$ cat src/rtl/serial_cfg_loader.sv
module serial_cfg_loader #(
  parameter int STEP_CYC  = 4,
  parameter int INIT_TMO  = 100000,
  parameter int DONE_TMO  = 100000,
  parameter int CNT_W     = 24,
  parameter int PROG_LOG2 = 12
) (
  input  logic             clk,
  input  logic             rst_n,
  input  logic             start_i,
  input  logic [7:0]       s_data_i,
  input  logic             s_valid_i,
  input  logic             s_last_i,
  output logic             s_ready_o,
  input  logic             init_i,
  input  logic             done_i,
  output logic             prog_o,
  output logic             cclk_o,
  output logic             din_o,
  output logic             busy_o,
  output logic             ok_o,
  output logic             fail_o,
  output logic [1:0]       fail_code_o,
  output logic [CNT_W-1:0] byte_count_o,
  output logic             progress_o
);
  localparam int TMAX = (INIT_TMO > DONE_TMO) ? INIT_TMO : DONE_TMO;
  localparam int TW   = $clog2(TMAX + 1);
  localparam int SW   = $clog2(STEP_CYC + 1);

  typedef enum logic [2:0] {
    S_IDLE, S_PROG, S_REL, S_CHK, S_LO, S_DAT, S_HI, S_FIN
  } st_t;

  st_t             st;
  logic [TW-1:0]   tmr;
  logic [SW-1:0]   stp;
  logic [7:0]      sh;
  logic [2:0]      bitn;
  logic            last_q;
  logic [CNT_W-1:0] cnt_nx;

  wire crc_bad   = init_i && !done_i;
  wire step_end  = (stp == SW'(STEP_CYC - 1));
  assign cnt_nx    = byte_count_o + 1'b1;
  assign s_ready_o = (st == S_CHK) && !crc_bad;
  assign prog_o    = (st == S_PROG);
  assign busy_o    = (st != S_IDLE);

  always_ff @(posedge clk or negedge rst_n) begin
    if (!rst_n) begin
      st <= S_IDLE; tmr <= '0; stp <= '0; sh <= '0; bitn <= '0; last_q <= 1'b0;
      cclk_o <= 1'b0; din_o <= 1'b0; ok_o <= 1'b0; fail_o <= 1'b0;
      fail_code_o <= '0; byte_count_o <= '0; progress_o <= 1'b0;
    end else begin
      ok_o <= 1'b0;
      fail_o <= 1'b0;
      progress_o <= 1'b0;
      case (st)
        S_IDLE: if (start_i) begin
          st <= S_PROG; tmr <= '0; byte_count_o <= '0; din_o <= 1'b0; cclk_o <= 1'b0;
        end
        S_PROG:
          if (init_i) begin
            st <= S_REL; tmr <= '0;
          end else if (tmr == TW'(INIT_TMO - 1)) begin
            st <= S_IDLE; fail_o <= 1'b1; fail_code_o <= 2'd0;
          end else tmr <= tmr + 1'b1;
        S_REL:
          if (!init_i) st <= S_CHK;
          else if (tmr == TW'(INIT_TMO - 1)) begin
            st <= S_IDLE; fail_o <= 1'b1; fail_code_o <= 2'd1;
          end else tmr <= tmr + 1'b1;
        S_CHK:
          if (crc_bad) begin
            st <= S_IDLE; fail_o <= 1'b1; fail_code_o <= 2'd2;
          end else if (s_valid_i) begin
            sh <= s_data_i; last_q <= s_last_i; bitn <= '0; stp <= '0;
            byte_count_o <= cnt_nx;
            progress_o <= (cnt_nx[PROG_LOG2-1:0] == '0);
            st <= S_LO;
          end
        S_LO:
          if (step_end) begin
            stp <= '0; din_o <= sh[7]; st <= S_DAT;
          end else stp <= stp + 1'b1;
        S_DAT:
          if (step_end) begin
            stp <= '0; cclk_o <= 1'b1; st <= S_HI;
          end else stp <= stp + 1'b1;
        S_HI:
          if (step_end) begin
            stp <= '0; cclk_o <= 1'b0; sh <= {sh[6:0], 1'b0};
            if (bitn == 3'd7) begin
              tmr <= '0;
              st <= last_q ? S_FIN : S_CHK;
            end else begin
              bitn <= bitn + 1'b1; st <= S_LO;
            end
          end else stp <= stp + 1'b1;
        S_FIN: begin
          din_o <= 1'b1;
          if (done_i) begin
            st <= S_IDLE; ok_o <= 1'b1; cclk_o <= 1'b0;
          end else if (tmr == TW'(DONE_TMO - 1)) begin
            st <= S_IDLE; fail_o <= 1'b1; fail_code_o <= 2'd3; cclk_o <= 1'b0;
          end else begin
            tmr <= tmr + 1'b1;
            if (step_end) begin
              stp <= '0; cclk_o <= ~cclk_o;
            end else stp <= stp + 1'b1;
          end
        end
        default: st <= S_IDLE;
      endcase
    end
  end
endmodule


$ cat config.mk
export PLATFORM = sky130hd
export DESIGN_NAME = serial_cfg_loader
export DESIGN_NICKNAME = d
export VERILOG_FILES = /design/src/rtl/serial_cfg_loader.sv
export SDC_FILE = /design/constraint.sdc
export NUM_CORES = 1
export LEC_CHECK = 0
export CORE_ASPECT_RATIO = 0.6
export CORE_MARGIN = 4
export CORE_UTILIZATION = 25
export CTS_CLUSTER_SIZE = 30
export DETAILED_ROUTE_END_ITERATION = 12
export GPL_ROUTABILITY_DRIVEN = 0
export PLACE_DENSITY = 0.49
export SETUP_SLACK_MARGIN = 0.05
export SLEW_MARGIN = 20
export SYNTH_ARGS = -nofsm -noshare
export SYNTH_HDL_FRONTEND = slang
export SYNTH_SLANG_ARGS = --single-unit
export TNS_END_PERCENT = 1
$ cat constraint.sdc
create_clock -name clk -period 4.1 [get_ports clk]
set_clock_uncertainty 0.15 [all_clocks]
set_input_delay 1.23 -clock clk [delete_from_list [all_inputs] [get_ports clk]]
set_output_delay 1.23 -clock clk [all_outputs]
set_load 0.02 [all_outputs]
Word level (Yosys, flattened, before mapping) --
Index checks and enable logic that the tools add are counted.
Cells by class: reduce and logical (&&, ||, !) cells 25, bitwise gates (word level) 2, equality and inequality tests 28, mux-type cells 66, add/subtract/negate cells 4
Operator list (count):
- 2-to-1 mux 17 bit | 7
- one-hot mux 17 bit (5 select lines) | 1
- 2-to-1 mux 24 bit | 3
- 2-to-1 mux 3 bit | 19
- one-hot mux 24 bit (2 select lines) | 1
- inequality test 2 bit, second input constant | 15
- adder 24 x 1 -> 24 bit, second input constant | 1
- 2-to-1 mux 8 bit | 3
- one-hot mux 3 bit (8 select lines) | 1
- AND reduction 5 bit | 4
- adder 17 x 1 -> 17 bit, second input constant | 1
- == test 17 bit, second input constant | 1
- 2-to-1 mux 1 bit | 17
- one-hot mux 8 bit (2 select lines) | 1
- == test 3 bit, second input constant | 5
- 2-to-1 mux 2 bit | 7
- zero test 12 bit | 1
- == test 3 x 2 -> 1 bit, second input constant | 3
- one-hot mux 3 bit (3 select lines) | 1
- nonzero test 3 bit | 3
- one-hot mux 1 bit (4 select lines) | 2
- one-hot mux 2 bit (4 select lines) | 1
- AND reduction 4 bit | 2
- AND reduction 8 bit | 1
- 17 further kinds | 24
Storage, ports and cells: flip-flop bits (word level) 66, output and inout bits 34, input port bits 15

Longest topological paths before layout --
Gate-level depths: netlist (run 1).
depth after elaboration 5, gate-level depth with buffers 9, mapped depth without buffers 7

Worst setup path before layout (run 1) --
Ideal clock, no wire load.
path kind in2out, start point in init_i, end point out s_ready_o, required time 2.720 ns, slack 0.851 ns, path buffers 0, stages 2, data arrival time 1.869 ns, cells stage by stage nor2b_1 nor3_1
On the way: cells in the longest elaborated chain, start to end 3
Ends and longest elaborated chain:
- from (decl) | RTL line 15 | input logic init_i,
- logical AND 1 bit | RTL line 43 | wire crc_bad = init_i && !done_i;
- zero test 1 bit | RTL line 46 | assign s_ready_o = (st == S_CHK) && !crc_bad;
- logical AND 1 bit | RTL line 46
- to (decl) | RTL line 14 | output logic s_ready_o,
Every way passes these cells.

Final worst setup path (run 1) --
Same ends and word-level chain as after synthesis.

==> flow_summary_export.csv, run 1 <==
group,metric,value,unit
logic_synthesis,ys.flop_type,"dfrtp_1",
power,power_density,546,nW/um^2
worst_setup_path,cp-end-kind,"output pin",
min_path,hold_class,"flop to flop",
worst_setup_path,reg2reg_from,"st[0]",
logic_synthesis,netlist-cell-type-count,64,
drt,drcViolationCount,0,
status,status,"finished, final reports clean",
logic_synthesis,synth_most_common_cell,"dfrtp_1",
floorplanning,dieArea,17800,um^2
min_path,whs_path_depth,2,
timing,finalSetupTns,0,ns
global_routing,grt_max_degree,67,
timing,hold_viol,0,
min_path,worstHoldEndpoint,"sh[6]",
power,p_leak,2.02,nW
worst_setup_path,slowest_stage,"clkdlybuf4s50_1",
worst_setup_path,ff2ff_setup_slack,1.38,ns
drt,ant_nets,0,
logic_synthesis,synth_largest_area_cell,"dfrtp_1",
cells_and_area,drive_gt1_frac,0.0782,
worst_setup_path,start_kind,"input pin",
floorplanning,start_util,0.255,
global_routing,first_global_vias,3351,
worst_setup_path,rr_worst_depth,6,
min_path,hold_start,"sh[6]",
floorplanning,chipHeight,105,um
floorplanning,core_area,15300,um^2
logic_synthesis,synth_area_per_cell,8.72,um^2
drt,dr.pass1.iters,5,
clock_network,cts_tree,"yes",
logic_synthesis,yosys-top-cells-area,"dfrtp_1 42%, o21ai_0 6.1%, nand2_1 4.1%",
placed_design,dp_hpwl,8000,um
cells_and_area,fillers,1587,
logic_synthesis,yosys-top-cells-count,"66 x dfrtp_1, 48 x o21ai_0, 43 x nand2_1",
clock_network,cts.clk_slew.worst_paths,0.05,ns
clock_network,clock_path_buffers,2,
clock_network,numCtsBuffers,9,
cells_and_area,diodes,0,
worst_setup_path,cp.required,2.72,ns
power,ir_drop,0.217,mV
drt,dr.first_iter.drc_count,291,
logic_synthesis,async_flop_share,1.00,
logic_synthesis,synth_edf_count,0,
global_routing,grt_usage,0.127,
clock_network,clkSinkCount,66,
floorplanning,fp-row-count,35,
clock_network,cts.htree.levels,3,
timing,min_period_over_period,0.921,
placed_design,port_buffers,48,
clock_network,cts_setup_buffers,0,
logic_synthesis,synth_warnings,0,
clock_network,cts_hold_buffers,0,
timing,rsz0062_at_grt,"no",
global_routing,overflow,0,
worst_setup_path,critical_path_arrival,2.40,ns
cells_and_area,areaGrowthSynthToFinish,26.4,%
logic_synthesis,ys_ff_latch,66,
timing,drv_slew,0,
worst_setup_path,path_cells,"clkdlybuf4s50_1 > nor2b_1 > nor3_1 > dlygate4sd2_1",
clock_network,clockRootBuffer,"clkbuf_16",
logic_synthesis,seq_area_frac_synth,0.422,
floorplanning,die_width,170,um
drt,routedWlPerCell,15.9,um
timing,worst_slew_pin_slew,0.883,ns
timing,fmax,265,MHz
worst_setup_path,cp_max_fo,2,
global_routing,grt_pass1_wl,18400,um
timing,min_period,3.78,ns
logic_synthesis,synthCells,449,
clock_network,worstSkewPairLatency,0.33,ns
worst_setup_path,worstSetupPathType,"input pin to output pin",
run,drv_cap,0,
timing,setup_viol,0,
global_routing,antenna_found_initial,0,
cells_and_area,final_nets,515,
logic_synthesis,synth_fp_nets,470,
floorplanning,ios,49,
logic_synthesis,synth_top_cell_area_share,0.422,
drt,routed_wl,11100,um
worst_setup_path,slowest_delay,0.44,ns
worst_setup_path,rr_endpoint,"byte_count_o[23]",
logic_synthesis,netlist_area,3920,um^2
timing,hold-worst-slack,0.328,ns
drt,num_vias,3658,
drt,vias_per_cell,5.21,
timing,max-slew-margin-rel,0.411,
metal layers:
| metal | global-route usage | vias to the layer above | share of wire |
|---|---|---|---|
| met4 | 0.0304 | 0 | 0.0082 |
| met3 | 0.0355 | 10 | 0.073 |
| li1 | - | 1758 | - |
| met1 | 0.202 | 1743 | 0.53 |
| met2 | 0.166 | 147 | 0.39 |
| met5 | 0 | - | 0 |
worst max-delay path by stage:
stage	from	to	slack [ns]
global route	init_i	s_ready_o	0.19
CTS	init_i	s_ready_o	0.29
detailed placement	init_i	s_ready_o	0.005
global placement	init_i	s_ready_o	0.1
finish	init_i	s_ready_o	0.32
floorplan	init_i	s_ready_o	0.85
cell usage in the layout, fill, tap and decap left out, types with 9 or more instances in the layout:
master / instances
nor2_1: 33
and3_1: 9
or4_1: 9
o21ai_0: 48
nand4_1: 11
nand3_1: 22
inv_1: 11
clkbuf_16: 9
xnor2_1: 13
nor4_1: 9
clkdlybuf4s50_1: 46
a21oi_1: 27
dfrtp_1: 66
nand2_1: 43
buf_4: 16
nor3_1: 10
report_power, final:
group          switching (mW)  leakage, nW  total (mW)  internal, mW
clock network           0.289        0.165       0.900         0.611
registers               0.106        0.890       0.868         0.762
logic                   0.577        0.962       0.935         0.358
total                   0.972         2.02        2.70          1.73
area by class of cell:
class / count / area [um^2] / area share
Clock buffer: 10 / 239 / 0.0483
Clock inverter: 6 / 114 / 0.0230
Inverter: 12 / 45.0 / 0.00910
Multi-Input combinational cell: 341 / 2050 / 0.415
Sequential cell: 66 / 1650 / 0.334
Tap cell: 203 / 254 / 0.0513
Timing Repair Buffer: 64 / 594 / 0.120
sequential cells by signal (all words and copies together), names as in the netlist:
register	cells
bitn	3
byte_count_o	24
cclk_o	1
din_o	1
fail_code_o	2
fail_o	1
last_q	1
ok_o	1
progress_o	1
sh	8
st	3
stp	3
tmr	17
cell families after synthesis:
| logic type | Yosys count | synth area share |
|---|---|---|
| simple gates | 183 | 0.245 |
| compound gates | 129 | 0.206 |
| flops | 66 | 0.422 |
| buf+inv | 42 | 0.0540 |
| xor+xnor | 14 | 0.0313 |
| mux | 8 | 0.0205 |
| fa+ha+maj | 7 | 0.0217 |
per-stage QoR:
step	instances	area (um^2)	worst slack (ns)	util	total power [mW]
after CTS	702	4950	0.287	0.323	2.73
after global routing	702	4950	0.185	0.323	2.89
after detailed placement	686	4600	0.00512	0.300	1.81
after floorplan	449	3920	0.851	-	1.51
final	702	4950	0.323	0.323	2.70
after global placement	686	4600	0.0961	0.300	1.79
worst max-delay path: cells and delay by family:
| kind | cells | cell delay [ns] |
|---|---|---|
| buffers and inverters | 2 | 0.81 |
| and+or+nand+nor | 2 | 0.36 |
what timing repair did:
item | in CTS | in global routing
endpoints found under the setup margin | 1 | 0
hold endpoints to repair | 0 | 0
gates resized for setup | 1 | 0
No activity file was read; power rests on OpenSTA's default activity.
==> run 2: changes to the inputs <==
--- a/config.mk
+++ b/config.mk
@@ -6,12 +6,12 @@
 export NUM_CORES = 1
 export LEC_CHECK = 0
 export CORE_ASPECT_RATIO = 0.6
-export CORE_MARGIN = 4
+export CORE_MARGIN = 3
 export CORE_UTILIZATION = 25
 export CTS_CLUSTER_SIZE = 30
 export DETAILED_ROUTE_END_ITERATION = 12
 export GPL_ROUTABILITY_DRIVEN = 0
-export PLACE_DENSITY = 0.49
+export PLACE_DENSITY = 0.51
 export SETUP_SLACK_MARGIN = 0.05
 export SLEW_MARGIN = 20
 export SYNTH_ARGS = -nofsm -noshare
==> constraint.sdc (replaced) <==
create_clock -name clk -period 3.3 [get_ports clk]
set_clock_uncertainty 0.15 [all_clocks]
set_input_delay 0.99 -clock clk [delete_from_list [all_inputs] [get_ports clk]]
set_output_delay 0.99 -clock clk [all_outputs]
set_load 0.02 [all_outputs]
==> run 2 against run 1 <==
  * Sequential share of layout area decreased by 0.60 points
  * Global-route usage up 0.86 points
  * Final cell count increased by 1.1%
  * Count of clock-buffer cells in the layout up 1
  * Via count increased by 1.6%
  * Hold slack better by 0.011 ns
  * Critical endpoint unchanged
  * Flip-flop and latch count is the same
  * Register-to-register slack lost 0.68 ns
  * Sequential power increased by 23%
  * Final area rose by 1.8%
  * Utilization rose by 1.6 points
==> flow_summary_export.csv, run 2 (synthesized netlist as in run 1, its figures left out) <==
group,metric,value,unit
worst_setup_path,slowest_stage,"clkdlybuf4s50_1",
timing,max-slew-margin-rel,0.536,
clock_network,clkSinkCount,66,
drt,drcViolationCount,0,
run,drv_cap,0,
cells_and_area,drive_gt1_frac,0.104,
cells_and_area,largest-register,"byte_count_o",
drt,dr.first_iter.drc_count,370,
placed_design,port_buffers,48,
cells_and_area,final_nets,528,
floorplanning,dieArea,17200,um^2
global_routing,antenna_found_initial,0,
worst_setup_path,slowest_delay,0.49,ns
clock_network,cts_tree,"yes",
drt,routedWlPerCell,16.0,um
global_routing,grt_pass1_wl,18900,um
timing,setup_viol,0,
timing,hold_viol,0,
cells_and_area,fin_cells,710,
placed_design,dp_cells,694,
drt,num_vias,3716,
min_path,hold_start,"sh[7]",
cells_and_area,final_area,5040,um^2
worst_setup_path,crit_start,"init_i",
placed_design,pre_cts_ws,-0.304,ns
clock_network,cts_hold_buffers,0,
worst_setup_path,cp-end-kind,"output pin",
cells_and_area,fillers,1542,
power,p_leak,2.08,nW
timing,setup_slack,0.136,ns
timing,worst_slew_pin_slew,0.694,ns
timing,hold-worst-slack,0.339,ns
cells_and_area,largest_reg_flops,24,
clock_network,clockRootBuffer,"clkbuf_16",
clock_network,cts.htree.levels,3,
placed_design,dp_hpwl,8260,um
worst_setup_path,cp_max_fo,2,
global_routing,first_global_vias,3463,
status,status,"finished, final reports clean",
cells_and_area,final_common_cell,"dfrtp_1",
drt,vias_per_cell,5.23,
timing,fmax,316,MHz
clock_network,clock_path_buffers,2,
timing,finalSetupTns,0,ns
timing,min_period,3.16,ns
floorplanning,fp-row-count,34,
timing,drv_slew,0,
global_routing,grt_usage,0.136,
global_routing,overflow,0,
worst_setup_path,reg2reg_from,"byte_count_o[0]",
cells_and_area,diodes,0,
clock_network,worstSkewPairLatency,0.32,ns
placed_design,placed_area,4710,um^2
power,power_density,677,nW/um^2
drt,ant_nets,0,
worst_setup_path,start_kind,"input pin",
power,ir_drop,0.267,mV
floorplanning,core_area,14900,um^2
drt,routed_wl,11300,um
drt,dr.pass1.iters,5,
floorplanning,die_width,168,um
worst_setup_path,worstSetupPathType,"input pin to output pin",
clock_network,cts.clk_slew.worst_paths,0.05,ns
cells_and_area,final_cell_mix,"66 x dfrtp_1, 48 x o21ai_0, 46 x clkdlybuf4s50_1",
timing,rsz0062_at_grt,"no",
floorplanning,start_util,0.263,
cells_and_area,fin_util,0.339,
min_path,hold_class,"flop to flop",
worst_setup_path,cp.required,2.16,ns
worst_setup_path,path_cells,"clkdlybuf4s50_1 > nor2b_1 > nor3_2 > clkdlybuf4s15_2",
floorplanning,ios,49,
global_routing,grt_max_degree,45,
clock_network,numCtsBuffers,9,
cells_and_area,reg_top3,"byte_count_o x24, tmr x17, sh x8",
power,report.power.total,3.41,mW
worst_setup_path,critical_path_arrival,2.02,ns
floorplanning,chipHeight,103,um
timing,min_period_over_period,0.959,
cells_and_area,areaGrowthSynthToFinish,28.8,%
-- run 2: cell count changes in the layout (fill, tap and decap cells not counted), sizes merged --
cell           previous run  this run
bufinv                    3         2
clkinv                    2         3
clkbuf                   10        11
clkdlybuf4s15             0         1
dlygate4sd2               1         0
buf                      17        30
clkinvlp                  2         1
-- run 2: repair_timing --
item	4_1_cts	5_1_grt
setup endpoints to repair	1	0
resized for setup	5	0
buffers inserted	0	0
-- run 2: final cells by class --
| type | instances | area, um^2 | area share |
|---|---|---|---|
| timing repair buffer | 77 | 719 | 0.143 |
| sequential | 66 | 1650 | 0.328 |
| multi-input combinational | 341 | 2060 | 0.408 |
| inverter | 12 | 45.0 | 0.00894 |
| tap | 198 | 248 | 0.0491 |
| clock inverter | 5 | 77.6 | 0.0154 |
| clock buffer | 11 | 243 | 0.0482 |
-- run 2: path summary, 6_finish.rpt --
path / end / slack (ns) / cells after the start
max in group asynchronous: byte_count_o[10] / 1.83 / 2
max reg2reg: progress_o / 0.70 / 6
max: s_ready_o / 0.14 / 4
min reg2reg: sh[7] / 0.34 / 2
min: sh[7] / 0.34 / 2
min in group asynchronous: fail_o / 0.52 / 1
-- run 2: per-layer routing --
metal,part of all wire,global-route usage
met5,0,0
met4,0.010,0.0339
met3,0.058,0.0299
met2,0.39,0.189
met1,0.54,0.211
-- run 2: worst max-delay path, delay by kind of cell --
| family | cells | cell delay (ns) |
|---|---|---|
| and+or+nand+nor | 2 | 0.28 |
| buffers and inverters | 2 | 0.75 |
-- run 2: power by group --
group	leakage, nW	switching [mW]	internal, mW
Sequential	0.890	0.123	0.947
Combinational	1.03	0.756	0.543
Clock	0.156	0.361	0.680
==> run 3: changes to the inputs <==
--- a/config.mk
+++ b/config.mk
@@ -13,7 +13,7 @@
 export GPL_ROUTABILITY_DRIVEN = 0
 export PLACE_DENSITY = 0.51
 export SETUP_SLACK_MARGIN = 0.05
-export SLEW_MARGIN = 20
+export SLEW_MARGIN = 40
 export SYNTH_ARGS = -nofsm -noshare
 export SYNTH_HDL_FRONTEND = slang
 export SYNTH_SLANG_ARGS = --single-unit
==> results of run 3 <==
No change in the layout: final DEF, timing and power equal those of run 2.
